[src/rtl/oamdma_pkg.sv]
package oamdma_pkg;
   typedef enum logic [1:0] {
      ST_IDLE  = 2'd0,
      ST_READ  = 2'd1,
      ST_WRITE = 2'd2
   } dma_state_e;
endpackage

[src/rtl/oamdma_trigger.sv]
module oamdma_trigger #(
   parameter int          ADDR_W    = 16,
   parameter logic [15:0] TRIG_ADDR = 16'hFF46
) (
   input  logic              cpu_wr,
   input  logic [ADDR_W-1:0] cpu_addr,
   output logic              start
);
   // Snoop of the CPU write path: one compare, no state.
   always_comb start = cpu_wr && (cpu_addr == TRIG_ADDR[ADDR_W-1:0]);
endmodule

[src/rtl/oamdma_fsm.sv]
module oamdma_fsm
   import oamdma_pkg::*;
(
   input  logic       clk,
   input  logic       rst_n,
   input  logic       start,
   input  logic       last,
   output dma_state_e state,
   output logic       advance
);
   dma_state_e state_nx;

   always_comb begin
      state_nx = state;
      unique case (state)
         ST_IDLE:  state_nx = ST_IDLE;
         ST_READ:  state_nx = ST_WRITE;
         ST_WRITE: state_nx = last ? ST_IDLE : ST_READ;
         default:  state_nx = ST_IDLE;
      endcase
      // A trigger has priority over normal progress and restarts the copy.
      if (start) state_nx = ST_READ;
   end

   // The index moves on only after a completed write that is not preempted.
   always_comb advance = (state == ST_WRITE) && !start && !last;

   always_ff @(posedge clk) begin
      if (!rst_n) state <= ST_IDLE;
      else        state <= state_nx;
   end
endmodule

[src/rtl/oamdma_addr_gen.sv]
module oamdma_addr_gen #(
   parameter int ADDR_W   = 16,
   parameter int DATA_W   = 8,
   parameter int XFER_LEN = 160,
   localparam int LO_W    = ADDR_W - DATA_W
) (
   input  logic              clk,
   input  logic              rst_n,
   input  logic              start,
   input  logic [DATA_W-1:0] page_in,
   input  logic              advance,
   output logic [DATA_W-1:0] page,
   output logic [LO_W-1:0]   idx,
   output logic              last
);
   localparam logic [LO_W-1:0] LAST_IDX = LO_W'(XFER_LEN - 1);

   always_ff @(posedge clk) begin
      if (!rst_n) begin
         page <= '0;
         idx  <= '0;
      end else if (start) begin
         page <= page_in;
         idx  <= '0;
      end else if (advance) begin
         idx  <= idx + 1'b1;
      end
   end

   always_comb last = (idx == LAST_IDX);
endmodule

[src/rtl/oamdma_engine.sv]
module oamdma_engine
   import oamdma_pkg::*;
#(
   parameter int          ADDR_W    = 16,
   parameter int          DATA_W    = 8,
   parameter int          XFER_LEN  = 160,
   parameter logic [15:0] DST_BASE  = 16'hFE00,
   parameter logic [15:0] TRIG_ADDR = 16'hFF46,
   parameter bit          SYNC_READ = 1'b1
) (
   input  logic              clk,
   input  logic              rst_n,
   input  logic              cpu_wr,
   input  logic [ADDR_W-1:0] cpu_addr,
   input  logic [DATA_W-1:0] cpu_wdata,
   output logic              bus_req,
   output logic              busy,
   output logic              bus_rd,
   output logic              bus_wr,
   output logic [ADDR_W-1:0] bus_addr,
   output logic [DATA_W-1:0] bus_wdata,
   input  logic [DATA_W-1:0] bus_rdata
);
   localparam int LO_W = ADDR_W - DATA_W;

   if (LO_W < 1) begin : g_bad_width
      $error("ADDR_W must exceed DATA_W");
   end
   if (XFER_LEN < 1 || XFER_LEN > (1 << LO_W)) begin : g_bad_len
      $error("XFER_LEN must fit inside one source page");
   end
   if (ADDR_W > 16) begin : g_bad_addr
      $error("ADDR_W is limited to 16 by the address parameters");
   end

   dma_state_e              state;
   logic                    start, advance, last;
   logic [DATA_W-1:0]       page;
   logic [LO_W-1:0]         idx;

   oamdma_trigger #(.ADDR_W(ADDR_W), .TRIG_ADDR(TRIG_ADDR)) u_trig (
      .cpu_wr   (cpu_wr),
      .cpu_addr (cpu_addr),
      .start    (start)
   );

   oamdma_fsm u_fsm (
      .clk     (clk),
      .rst_n   (rst_n),
      .start   (start),
      .last    (last),
      .state   (state),
      .advance (advance)
   );

   oamdma_addr_gen #(.ADDR_W(ADDR_W), .DATA_W(DATA_W), .XFER_LEN(XFER_LEN)) u_agen (
      .clk     (clk),
      .rst_n   (rst_n),
      .start   (start),
      .page_in (cpu_wdata),
      .advance (advance),
      .page    (page),
      .idx     (idx),
      .last    (last)
   );

   always_comb begin
      busy    = (state != ST_IDLE);
      bus_req = busy;
      bus_rd  = (state == ST_READ);
      bus_wr  = (state == ST_WRITE);
      unique case (state)
         ST_READ:  bus_addr = {page, idx};
         ST_WRITE: bus_addr = DST_BASE[ADDR_W-1:0] + ADDR_W'(idx);
         default:  bus_addr = '0;
      endcase
   end

   if (SYNC_READ) begin : g_sync_rd
      // The target answers one cycle after the strobe, i.e. in the write cycle.
      always_comb bus_wdata = bus_wr ? bus_rdata : '0;
   end else begin : g_comb_rd
      logic [DATA_W-1:0] hold_q;
      always_ff @(posedge clk) begin
         if (!rst_n)      hold_q <= '0;
         else if (bus_rd) hold_q <= bus_rdata;
      end
      always_comb bus_wdata = bus_wr ? hold_q : '0;
   end
endmodule

[config.mk]
export PLATFORM = sky130hd
export DESIGN_NAME = oamdma_engine
export DESIGN_NICKNAME = d
export VERILOG_FILES = /design/src/rtl/oamdma_pkg.sv /design/src/rtl/oamdma_trigger.sv /design/src/rtl/oamdma_fsm.sv /design/src/rtl/oamdma_addr_gen.sv /design/src/rtl/oamdma_engine.sv
export SDC_FILE = /design/constraint.sdc
export NUM_CORES = 1
export LEC_CHECK = 0
export BUFFER_PORTS_ARGS = -buffer_cell sky130_fd_sc_hd__buf_4
export CORE_MARGIN = 2
export CORE_UTILIZATION = 43
export CTS_CLUSTER_SIZE = 10
export DETAILED_ROUTE_END_ITERATION = 7
export MAX_ROUTING_LAYER = met4
export PLACE_DENSITY_LB_ADDON = 0.05
export SYNTH_ARGS = -nofsm -noshare
export SYNTH_HDL_FRONTEND = slang
export SYNTH_SLANG_ARGS = --single-unit
[constraint.sdc]
create_clock -name clk -period 1.5 [get_ports clk]
set_input_delay 0.075 -clock clk [delete_from_list [all_inputs] [get_ports clk]]
set_output_delay 0.075 -clock clk [all_outputs]
set_load 0.01 [all_outputs]
==> run summary <==
The biggest area contributor in the post-synthesis netlist is sky130_fd_sc_hd__dfxtp_1. On the critical path, the stage with the largest delay is an instance of sky130_fd_sc_hd__dfxtp_4. The mapped cell area is 1060 µm².

The number of enable-type register cells in the synthesized netlist came out at 0. The final-report hold violation count is 0. The smallest clock period supported by the final layout is computed as 1530 ps. The die extent in y came out at 53.6 µm. The cell area reported after detailed placement is 1590 µm². Counting every instance in the synthesized netlist gives 135.

The maximum single-stage delay on the critical path is 380 ps. The TritonCTS clock tree is yes. The total length of routed wires is 3.23 mm. After detailed routing, the number of remaining DRC violations is 0. The half-perimeter wire length after detailed placement is 2.13 mm. The number of DRC markers in iteration 0 is 23. The number of iterations in the first detailed-routing pass came out at 6.

The total nets after synthesis came out at 175. The via density per instance is 5.26. The combinational power share came out at 10.2%. Setup slack on the worst reg-to-reg path comes out at 0 ps. Pin placement for this block handled 63 I/O pins.

After detailed routing, the average wire length per cell comes to 13.6 µm. The sequential-to-total area share from yosys stat is 34.0%. Traced cell by cell, the critical path runs through buf_12, ha_4, o21ai_2, buf_6, nor2_2, buf_4. Yosys instantiated no cell more often than sky130_fd_sc_hd__nor2_1.

The die extent in x is 53.6 µm. The via count of the first global-routing pass came to 1157. The clock latency on the worst-skew pair is 300 ps.

The starting utilization of the core area came out at 46.6%. The ratio of cells with drive above 1 in the final layout is 51.2%. The worst pin sits at a relative slew slack of 75.7%. The share of total power dissipated in the clock network is 35.2%. The smallest setup slack after layout came out at -31.2 ps. The worst register-to-register path begins at u_agen.idx[1].

The actual transition at the worst max-transition pin is 363 ps. The core occupancy in the finished layout came out at 80.8%. The setup path with the least slack is of type reg -> out.

The leakage power is 0.810 nW. The number of I/O port buffers is 62. The top cell type's share of synthesized area came out at 34.0%. The worst clock skew on the final layout came out at 13.0 ps.

The worst-case reg-to-reg path depth came out at 5. The part of the total power dissipated in sequential elements came out at 54.6%. For the worst setup path, the data required time is 1420 ps. The global placer's final weighted congestion is 0.782. The number of violations of the max-capacitance limit came out at 0. In this run the worst setup path begins at u_fsm.state[0]. The most used flip-flop cell after synthesis is sky130_fd_sc_hd__dfxtp_1. The number of storage elements in the synthesis netlist came out at 18.

The floorplan step defined a die boundary enclosing 2880 µm². By area the synthesized netlist is led by sky130_fd_sc_hd__dfxtp_1 34%, sky130_fd_sc_hd__and2_1 8.9%, sky130_fd_sc_hd__nor2_1 7.8%, sky130_fd_sc_hd__ha_1 5.9%, sky130_fd_sc_hd__nand3_1 5.7%. STA classifies the critical path endpoint as a primary output. The switching share of power is 21.3%. The synthesis-to-finish area growth came out at 73.6%.

The cell depth of the worst min-delay path is 3. The final net count is 250. The total of fill cells in the finished design is 151.

The wire length of the first global-routing pass came out at 4.95 mm. The maximum fanout along the worst path came out at 8. The root buffer cell chosen for the clock tree is sky130_fd_sc_hd__clkbuf_4. Setup repair after global routing could not meet its margin everywhere. The via count of the routed design is 1247. The cts-stage hold buffer count came out at 0. The antenna diode count came out at 0.

The final-report max-slew violation count is 0. The sequential cells in the finished layout cover a total of 365 µm². For hold timing, the worst endpoint is u_agen.page[3]. The number of sinks on the clock net came out at 18.

Once detail routing completed, the nets flagged for antenna violations numbered 0. Setup violations remaining at the end of the flow were counted as 16. The worst hold path begins at cpu_wdata[3].

Derived from the worst setup path, the maximum achievable clock frequency is 653 MHz. No sink is reached through more buffers than the 2 on the longest clock path. The launching element type of the critical path is a flip-flop. In this run the critical register-to-register path is captured at u_agen.idx[3]. The data arrival time of the worst path came out at 1460 ps. The fraction of synthesis flops using an asynchronous set or reset pin is 0%. The final reports fail on setup timing. The worst hold path belongs to the class in -> reg. The number of antenna violations at the first check in global routing came out at 0. IR analysis of the VDD net gives a maximum drop of 0.566 mV. The core area came out at 2280 µm². The clock slew at the register clock pins of the worst setup and hold paths came out at 120 ps.

Summed over all nets, the switching power comes to 185 µW. The portion of the clock cycle consumed by the worst path in the final layout is 102%. The average cell area after synthesis came out at 7.85 µm². Counting instances in the post-synthesis netlist gives the leading cell types as 22 x sky130_fd_sc_hd__nor2_1, 18 x sky130_fd_sc_hd__dfxtp_1, 15 x sky130_fd_sc_hd__and2_1.

For this design the ratio of total power to cell area is 474 nW/µm². The internal power of the cells totals 686 µW. The run finished, with violations left. The total non-filler cell area in the finished layout is 1840 µm². The total chip power came out at 871 µW. Yosys printed 0 warnings. The total area of multi-input combinational cells came out at 761 µm². Buffers inserted during clock tree synthesis total 3. The CTS H-tree depth is 1. The number of distinct library cells after synthesis came out at 28. Global routing used 23.9% of the available tracks.

Row generation in the floorplan step produced 17 rows. The global route total overflow is 0. The largest net degree at the start of global routing came out at 11.
[area by class of cell]
| cell class | instances | share of cell area [%] |
|---|---|---|
| timing repair buffer | 75 | 33.7 |
| inverter | 5 | 1.16 |
| clock buffer | 4 | 1.97 |
| sequential | 18 | 19.9 |
| tap | 28 | 1.90 |
| multi-input combinational | 107 | 41.4 |
[metrics by stage]
| stage | std cells | hold WS, ps | setup TNS, ps | setup slack, ps |
|---|---|---|---|---|
| floorplan | 135 | 221 | 0 | 68.9 |
| global placement | 227 | 345 | 0 | 138 |
| detailed placement | 227 | 348 | 0 | 91.8 |
| CTS | 236 | 32.6 | -216 | -26.2 |
| global route | 237 | 30.4 | -1170 | -77.7 |
| finish | 237 | 35.9 | -318 | -31.2 |
[worst max path at each step]
stage / to / cells past startpoint / slack (ps)
after floorplan: bus_addr[10] / 6 / 70
after global placement: u_agen.idx[3] / 6 / 140
after detailed placement: u_agen.idx[7] / 6 / 90
after CTS: bus_addr[5] / 5 / -30
after global routing: bus_addr[6] / 5 / -80
final: bus_addr[14] / 6 / -30
[sequential cells by signal, indices dropped and copies added, names as in the netlist]
name and count:
u_agen.idx 8, u_agen.page 8, u_fsm.state 2
[what timing repair did]
action                     in CTS  in global routing
hold endpoints to repair        0                  0
buffers inserted                5                  1
pin swaps                      14                  2
setup endpoints to repair      23                 23
resized for setup              34                 11
[routing by layer]
layer  vias up  global-route usage, %  wire length, µm
met1       576                   24.9             1200
met2        50                   46.7             1790
met3         4                   5.56              195
met5         -                      -                0
li1        617                      -                -
met4         0                   2.56               48
[cells in the final DEF, fill, tap and decap left out, drive strengths merged]
| master | n |
|---|---|
| a211oi | 2 |
| nand4bb | 3 |
| inv | 4 |
| nand2b | 1 |
| and4 | 1 |
| nor2 | 22 |
| o211a | 1 |
| mux2i | 1 |
| o21ai | 11 |
| and4bb | 2 |
| nand3 | 12 |
| xor2 | 3 |
| nand4 | 3 |
| and2 | 15 |
| and3 | 7 |
| nand2 | 4 |
| ha | 5 |
| clkinv | 1 |
| dfxtp | 18 |
| o21a | 1 |
| buf | 75 |
| clkbuf | 4 |
| xnor2 | 1 |
| nor3 | 1 |
| a21oi | 11 |
[critical path, delay by kind of cell (launching register included)]
kind | cells | cell delay [ps]
AOI/OAI and AO/OA | 1 | 120
adders and majority gates | 1 | 160
buffers and inverters | 3 | 440
DFF | 1 | 380
and+or+nand+nor | 1 | 50
[cell families (layout without fill, tap and decap cells)]
family                     count (synthesis)  count (layout)  synth area share [%]
and+or+nand+nor                           71              71                  37.1
adders and majority gates                  5               5                  5.90
AOI/OAI and AO/OA                         26              26                  14.5
DFF                                       18              18                  34.0
xor gates and xnor gates                   4               4                  3.31
buffers and inverters                     10              84                  4.25
muxes                                      1               1                 0.945
[power by group through the flow]
stage | clock network [mW] | logic [mW] | registers (mW)
after floorplan | 0 | 0.0155 | 0.489
after global placement | 0 | 0.0851 | 0.489
after detailed placement | 0 | 0.0870 | 0.489
after CTS | 0.308 | 0.0873 | 0.476
after global routing | 0.331 | 0.0952 | 0.476
final | 0.307 | 0.0889 | 0.476
Note: power is estimated with default switching activity, not from simulation.
